==> src/rtl/dllbist_pkg.sv <==
package dllbist_pkg;

  typedef enum logic [1:0] {
    ST_IDLE = 2'd0,
    ST_RUN  = 2'd1,
    ST_FIN  = 2'd2
  } bist_state_e;

  localparam int unsigned DEF_TCOUNT = 32'h0F;
  localparam int unsigned DEF_CVAR   = 32'h000F;

endpackage

==> src/rtl/osc_edge_sync.sv <==
module osc_edge_sync #(
  parameter int unsigned STAGES = 2
) (
  input  logic clk,
  input  logic rst_n,
  input  logic osc_i,
  output logic rise_o
);

  localparam int unsigned LAST = STAGES - 1;

  logic [STAGES-1:0] sync_q;
  logic              prev_q;

  // shift chain: stage 0 takes the asynchronous input
  generate
    for (genvar g = 0; g < STAGES; g++) begin : g_stage
      if (g == 0) begin : g_first
        always_ff @(posedge clk or negedge rst_n) begin
          if (!rst_n) sync_q[0] <= 1'b0;
          else        sync_q[0] <= osc_i;
        end
      end else begin : g_next
        always_ff @(posedge clk or negedge rst_n) begin
          if (!rst_n) sync_q[g] <= 1'b0;
          else        sync_q[g] <= sync_q[g-1];
        end
      end
    end
  endgenerate

  always_ff @(posedge clk or negedge rst_n) begin
    if (!rst_n) prev_q <= 1'b0;
    else        prev_q <= sync_q[LAST];
  end

  assign rise_o = sync_q[LAST] & ~prev_q;

endmodule

==> src/rtl/bist_counters.sv <==
module bist_counters #(
  parameter int unsigned CW = 16,
  parameter int unsigned EW = 8
) (
  input  logic          clk,
  input  logic          rst_n,
  input  logic          clear_i,
  input  logic          run_i,
  input  logic          rise_i,
  input  logic [EW-1:0] tcount_i,
  output logic [CW-1:0] core_o,
  output logic          sat_o,
  output logic          term_o
);

  logic [CW-1:0] core_q;
  logic [EW-1:0] edge_q;
  logic [EW-1:0] edge_nx;
  logic [CW-1:0] core_nx;

  assign edge_nx = edge_q + EW'(1);
  assign sat_o   = &core_q;
  assign core_nx = sat_o ? core_q : core_q + CW'(1);
  // a zero limit matches after the counter wraps through all 2^EW values
  assign term_o  = run_i & rise_i & (edge_nx == tcount_i);

  always_ff @(posedge clk or negedge rst_n) begin
    if (!rst_n) begin
      core_q <= '0;
      edge_q <= '0;
    end else if (clear_i) begin
      core_q <= '0;
      edge_q <= '0;
    end else if (run_i) begin
      core_q <= core_nx;
      if (rise_i) edge_q <= edge_nx;
    end
  end

  assign core_o = core_q;

endmodule

==> src/rtl/bist_judge.sv <==
module bist_judge #(
  parameter int unsigned CW = 16
) (
  input  logic [CW-1:0] result_i,
  input  logic [CW-1:0] expect_i,
  input  logic [CW-1:0] cvar_i,
  input  logic          done_i,
  input  logic          sat_i,
  output logic          pass_o
);

  logic [CW:0] diff;

  always_comb begin
    if (result_i >= expect_i) diff = {1'b0, result_i} - {1'b0, expect_i};
    else                      diff = {1'b0, expect_i} - {1'b0, result_i};
  end

  assign pass_o = done_i & ~sat_i & (diff <= {1'b0, cvar_i});

endmodule

==> src/rtl/dll_osc_bist.sv <==
module dll_osc_bist
  import dllbist_pkg::*;
#(
  parameter int unsigned CW          = 16,
  parameter int unsigned EW          = 8,
  parameter int unsigned SYNC_STAGES = 2
) (
  input  logic          clk,
  input  logic          rst_n,
  input  logic          start_i,
  input  logic          osc_i,
  input  logic [7:0]    tcount_i,
  input  logic [15:0]   cvar_i,
  input  logic [15:0]   expect_i,
  output logic [15:0]   result_o,
  output logic          done_o,
  output logic          pass_o
);

  bist_state_e   st_q;
  logic [EW-1:0] tc_q;
  logic [CW-1:0] exp_q;
  logic [CW-1:0] cvar_q;
  logic          rise;
  logic          running;
  logic          term;
  logic          sat;
  logic [CW-1:0] core;

  assign running = (st_q == ST_RUN);

  // limits are captured at start so software can rewrite them mid-test
  always_ff @(posedge clk or negedge rst_n) begin
    if (!rst_n) begin
      tc_q   <= EW'(DEF_TCOUNT);
      exp_q  <= '0;
      cvar_q <= CW'(DEF_CVAR);
    end else if (start_i) begin
      tc_q   <= EW'(tcount_i);
      exp_q  <= CW'(expect_i);
      cvar_q <= CW'(cvar_i);
    end
  end

  always_ff @(posedge clk or negedge rst_n) begin
    if (!rst_n) begin
      st_q <= ST_IDLE;
    end else if (start_i) begin
      st_q <= ST_RUN;
    end else begin
      case (st_q)
        ST_RUN:  if (term) st_q <= ST_FIN;
        ST_FIN:  st_q <= ST_FIN;
        default: st_q <= ST_IDLE;
      endcase
    end
  end

  osc_edge_sync #(.STAGES(SYNC_STAGES)) i_sync (
    .clk    (clk),
    .rst_n  (rst_n),
    .osc_i  (osc_i),
    .rise_o (rise)
  );

  bist_counters #(.CW(CW), .EW(EW)) i_cnt (
    .clk      (clk),
    .rst_n    (rst_n),
    .clear_i  (start_i),
    .run_i    (running),
    .rise_i   (rise),
    .tcount_i (tc_q),
    .core_o   (core),
    .sat_o    (sat),
    .term_o   (term)
  );

  bist_judge #(.CW(CW)) i_judge (
    .result_i (core),
    .expect_i (exp_q),
    .cvar_i   (cvar_q),
    .done_i   (st_q == ST_FIN),
    .sat_i    (sat),
    .pass_o   (pass_o)
  );

  assign result_o = 16'(core);
  assign done_o   = (st_q == ST_FIN);

endmodule

==> config.mk <==
export PLATFORM = sky130hd
export DESIGN_NAME = dll_osc_bist
export DESIGN_NICKNAME = d
export VERILOG_FILES = /design/src/rtl/dllbist_pkg.sv /design/src/rtl/osc_edge_sync.sv /design/src/rtl/bist_counters.sv /design/src/rtl/bist_judge.sv /design/src/rtl/dll_osc_bist.sv
export SDC_FILE = /design/constraint.sdc
export NUM_CORES = 1
export LEC_CHECK = 0
export ABC_AREA = 1
export CAP_MARGIN = 20
export CELL_PAD_IN_SITES_DETAIL_PLACEMENT = 2
export CELL_PAD_IN_SITES_GLOBAL_PLACEMENT = 2
export CORE_ASPECT_RATIO = 0.5
export CORE_MARGIN = 1
export CORE_UTILIZATION = 32
export CTS_CLUSTER_DIAMETER = 120
export DETAILED_ROUTE_END_ITERATION = 16
export PLACE_DENSITY_LB_ADDON = 0.1
export SLEW_MARGIN = 5
export SYNTH_ARGS = -nofsm -noshare
export SYNTH_HDL_FRONTEND = slang
export SYNTH_HIERARCHICAL = 1
export SYNTH_SLANG_ARGS = --single-unit
==> constraint.sdc <==
create_clock -name clk -period 4.1 [get_ports clk]
set_clock_uncertainty 0.15 [all_clocks]
set_input_delay 0.615 -clock clk [delete_from_list [all_inputs] [get_ports clk]]
set_output_delay 0.615 -clock clk [all_outputs]
set_load 0.03 [all_outputs]
==> results.sh <==
export IMPL_die_h_um=97.1
export IMPL_die_x_um=192
export IMPL_synthTopCellsByArea="dfrtp_1 (26%), nand2_1 (20%), ha_1 (11%)"
export IMPL_gp_congestion=0.900
export IMPL_slew_viol_final=0
export IMPL_antenna_found_initial=0
export IMPL_cp_required_ns=3.34
export IMPL_syn_area_sq_um=5790
export IMPL_synth_seq_cells=69
export IMPL_hp_class="input pin to async pin"
export IMPL_wirelength_um=30500
export IMPL_core_area_sq_um=17500
export IMPL_critPathLaunch="exp_q[10]$_DFFE_PN0P_"
export IMPL_async_reset_ff_frac=1.00
export IMPL_dr_pass1_iters=4
export IMPL_yosys_warnings=6
export IMPL_drive_gt1_frac=0.291
export IMPL_power_density_nw_per_um2=373
export IMPL_cp_start_kind="register"
export IMPL_yosys_area_top_type="dfrtp_1"
export IMPL_power_leakage_nw=4.13
export IMPL_syn_inst=844
export IMPL_grt_max_degree=54
export IMPL_routedWlPerCell_um=24.6
export IMPL_hpwl_um=16600
export IMPL_nNetsFinal=1098
export IMPL_hold_viol_final=0
export IMPL_synth_distinct_cells=42
export IMPL_status="finished with violations"
export IMPL_synth_fp_nets=942
export IMPL_period_minus_slack_ns=4.67
export IMPL_cts_buffer_depth=2
export IMPL_start_util=0.330
export IMPL_grt_pass1_vias=7168
export IMPL_grt_pass1_wl_um=41000
export IMPL_synthToLayoutAreaGrowth_pct=43.3
export IMPL_drt_initial_drc_count=319
export IMPL_drv_cap=0
export IMPL_r2r_start="i_cnt/core_o[0]$_DFFE_PN0P_"
export IMPL_synth_most_common_cell="nand2_1"
export IMPL_setup_slack_ns=-0.569
export IMPL_gr_total_overflow=0
export IMPL_io_buffers=61
export IMPL_cp_max_fo=5
export IMPL_grt_total_usage=0.290
export IMPL_holdBufCountCts=0
export IMPL_postSynthAreaPerCell_sq_um=6.86
export IMPL_fmax_mhz=214
export IMPL_htree_levels=3
export IMPL_holdWs_ns=0.0270
export IMPL_row_count=34
export IMPL_arrival_ns=3.90
export IMPL_synthTopCellsByCount="nand2_1 (312), inv_1 (130), dfrtp_1 (61), ha_1 (52), nor2_1 (42)"
export IMPL_worstSetupPathType="register to primary output"
export IMPL_cts_sinks=69
export IMPL_ys_seq_area_frac=0.300
export IMPL_nFillCells=2026
export IMPL_synth_edf_count=0
export IMPL_fin_crit_sh=1.14
export IMPL_clk_pin_slew_ns=0.08
export IMPL_pre_cts_slack_ns=-0.195
export IMPL_end_kind="primary output"
export IMPL_finalSetupViolCount=1
export IMPL_cts_tree="built"
export IMPL_vias_per_cell=5.28
export IMPL_antenna_left=0
export IMPL_insertion_delay_ns=0.37
export IMPL_cts_buffers=9
export IMPL_irDropWorstVdd_mv=0.218
export IMPL_max_slew_margin_rel=0.493
export IMPL_utilization=0.474
export IMPL_io_pins=62
export IMPL_diodes=0
export IMPL_final_area_sq_um=8300
export IMPL_rsz0062_at_grt="yes"
export IMPL_root_buffer="clkbuf_16"
export IMPL_drc_errors=0
export IMPL_synth_flop_cell="dfrtp_1"
export IMPL_tightest_slew_ns=0.760
export IMPL_violations="negative setup slack"
export IMPL_dpl_cell_area_sq_um=6990
export IMPL_yosys_area_top_type_share=0.264
export IMPL_die_area_sq_um=18700
export IMPL_vias=6540
[power breakdown]
group / internal, mW / leakage, nW / switching [mW] / total (mW)
clock network: 0.537 / 0.150 / 0.376 / 0.913
registers: 0.742 / 0.860 / 0.0603 / 0.802
logic: 0.550 / 3.12 / 0.829 / 1.38
[critical path: stages (launching register included)]
cell and delay [ns]:
dfrtp_1 0.39, inv_2 0.07, ha_4 0.31, nand2_1 0.11, nand2_2 0.13, nand3_2 0.12
a21oi_2 0.19, nor2_4 0.08, buf_4 0.15, nand2_4 0.08, nand2_1 0.08, o21ai_2 0.11
xor2_2 0.24, inv_1 0.11, ha_4 0.30, nand2_4 0.05, nor2_4 0.14, nand3b_1 0.17
nand3_2 0.12, nand2_2 0.05, nand2_1 0.07, nand2_1 0.06, nand2_1 0.06, nand2_1 0.05
nand2_1 0.07, a21oi_2 0.07, buf_12 0.14
[state kept, by name, summed over array words and instances (netlist names)]
register and cells:
st_q 2, exp_q 16, i_sync/sync_q 2, i_cnt/edge_q 8, i_sync/prev_q 1, cvar_q 16, i_cnt/core_o 16, tc_q 8
[kinds of logic after synthesis]
logic type / Yosys count / share of synthesized area
DFF: 69 / 0.300
xor gates and xnor gates: 28 / 0.0471
and+or+nand+nor: 462 / 0.340
buffers and inverters: 154 / 0.119
adders and majority gates: 54 / 0.119
AOI/OAI and AO/OA: 77 / 0.0739
[layout by cell type, fill, tap and decap left out, types with 5 or more instances in the layout]
cell type,n
nand2_1,279
inv_1,114
buf_4,95
clkdlybuf4s50_1,58
dfrtp_1,57
nand2_2,52
nand3_1,35
nor2_1,35
ha_1,28
ha_4,24
inv_2,19
xor2_1,19
nand4_1,18
a21oi_2,18
a21oi_1,18
o21ai_0,11
clkbuf_16,9
dfstp_2,8
nor2_4,8
nand2_4,7
nor2_2,6
buf_6,6
nor3_1,5
o21ai_2,5
o21ai_1,5
o21bai_1,5
a21o_1,5
[per-stage QoR]
step / TNS (ns) / total power, mW / cells
final: -0.569 / 3.10 / 1239
after global routing: -0.700 / 3.21 / 1239
after CTS: -0.239 / 2.86 / 1224
after detailed placement: -0.195 / 1.73 / 1184
after global placement: -0.0579 / 1.68 / 1184
after floorplan: 0 / 1.36 / 844
[per-layer routing]
metal	GRT usage	up-vias	share of wire
met5	0	-	0
met4	0.0951	0	0.038
met3	0.0524	87	0.037
met2	0.518	174	0.51
met1	0.349	3358	0.42
li1	-	2921	-
[what timing repair did]
item / in CTS / in global routing
cloned: 1 / 0
pin swaps: 48 / 29
setup buffers: 23 / 15
setup endpoints to repair: 1 / 1
resized for setup: 126 / 38
[layout make-up]
type                            count  area (sq um)  area share
Tap cell                          234           293      0.0353
Sequential cell                    69          1740       0.210
Clock inverter                      5          85.1      0.0103
Multi-Input combinational cell    622          4030       0.486
Clock buffer                       11           233      0.0280
Timing Repair Buffer              162          1390       0.168
Inverter                          136           524      0.0632
[final timing paths]
kind,to,slack (ns),cells after the start
worst max-delay path,pass_o,-0.57,26
max in group asynchronous,i_cnt/core_o[1]$_DFFE_PN0P_,2.62,2
min in group clk,i_sync/sync_q[1]$_DFF_PN0_,0.20,0
worst min register to register,i_sync/sync_q[1]$_DFF_PN0_,0.20,0
worst max register to register,i_cnt/core_o[13]$_DFFE_PN0P_,1.82,10
worst min-delay path,cvar_q[6]$_DFFE_PN0P_,0.03,1
Note: power is estimated with default switching activity, not from simulation.
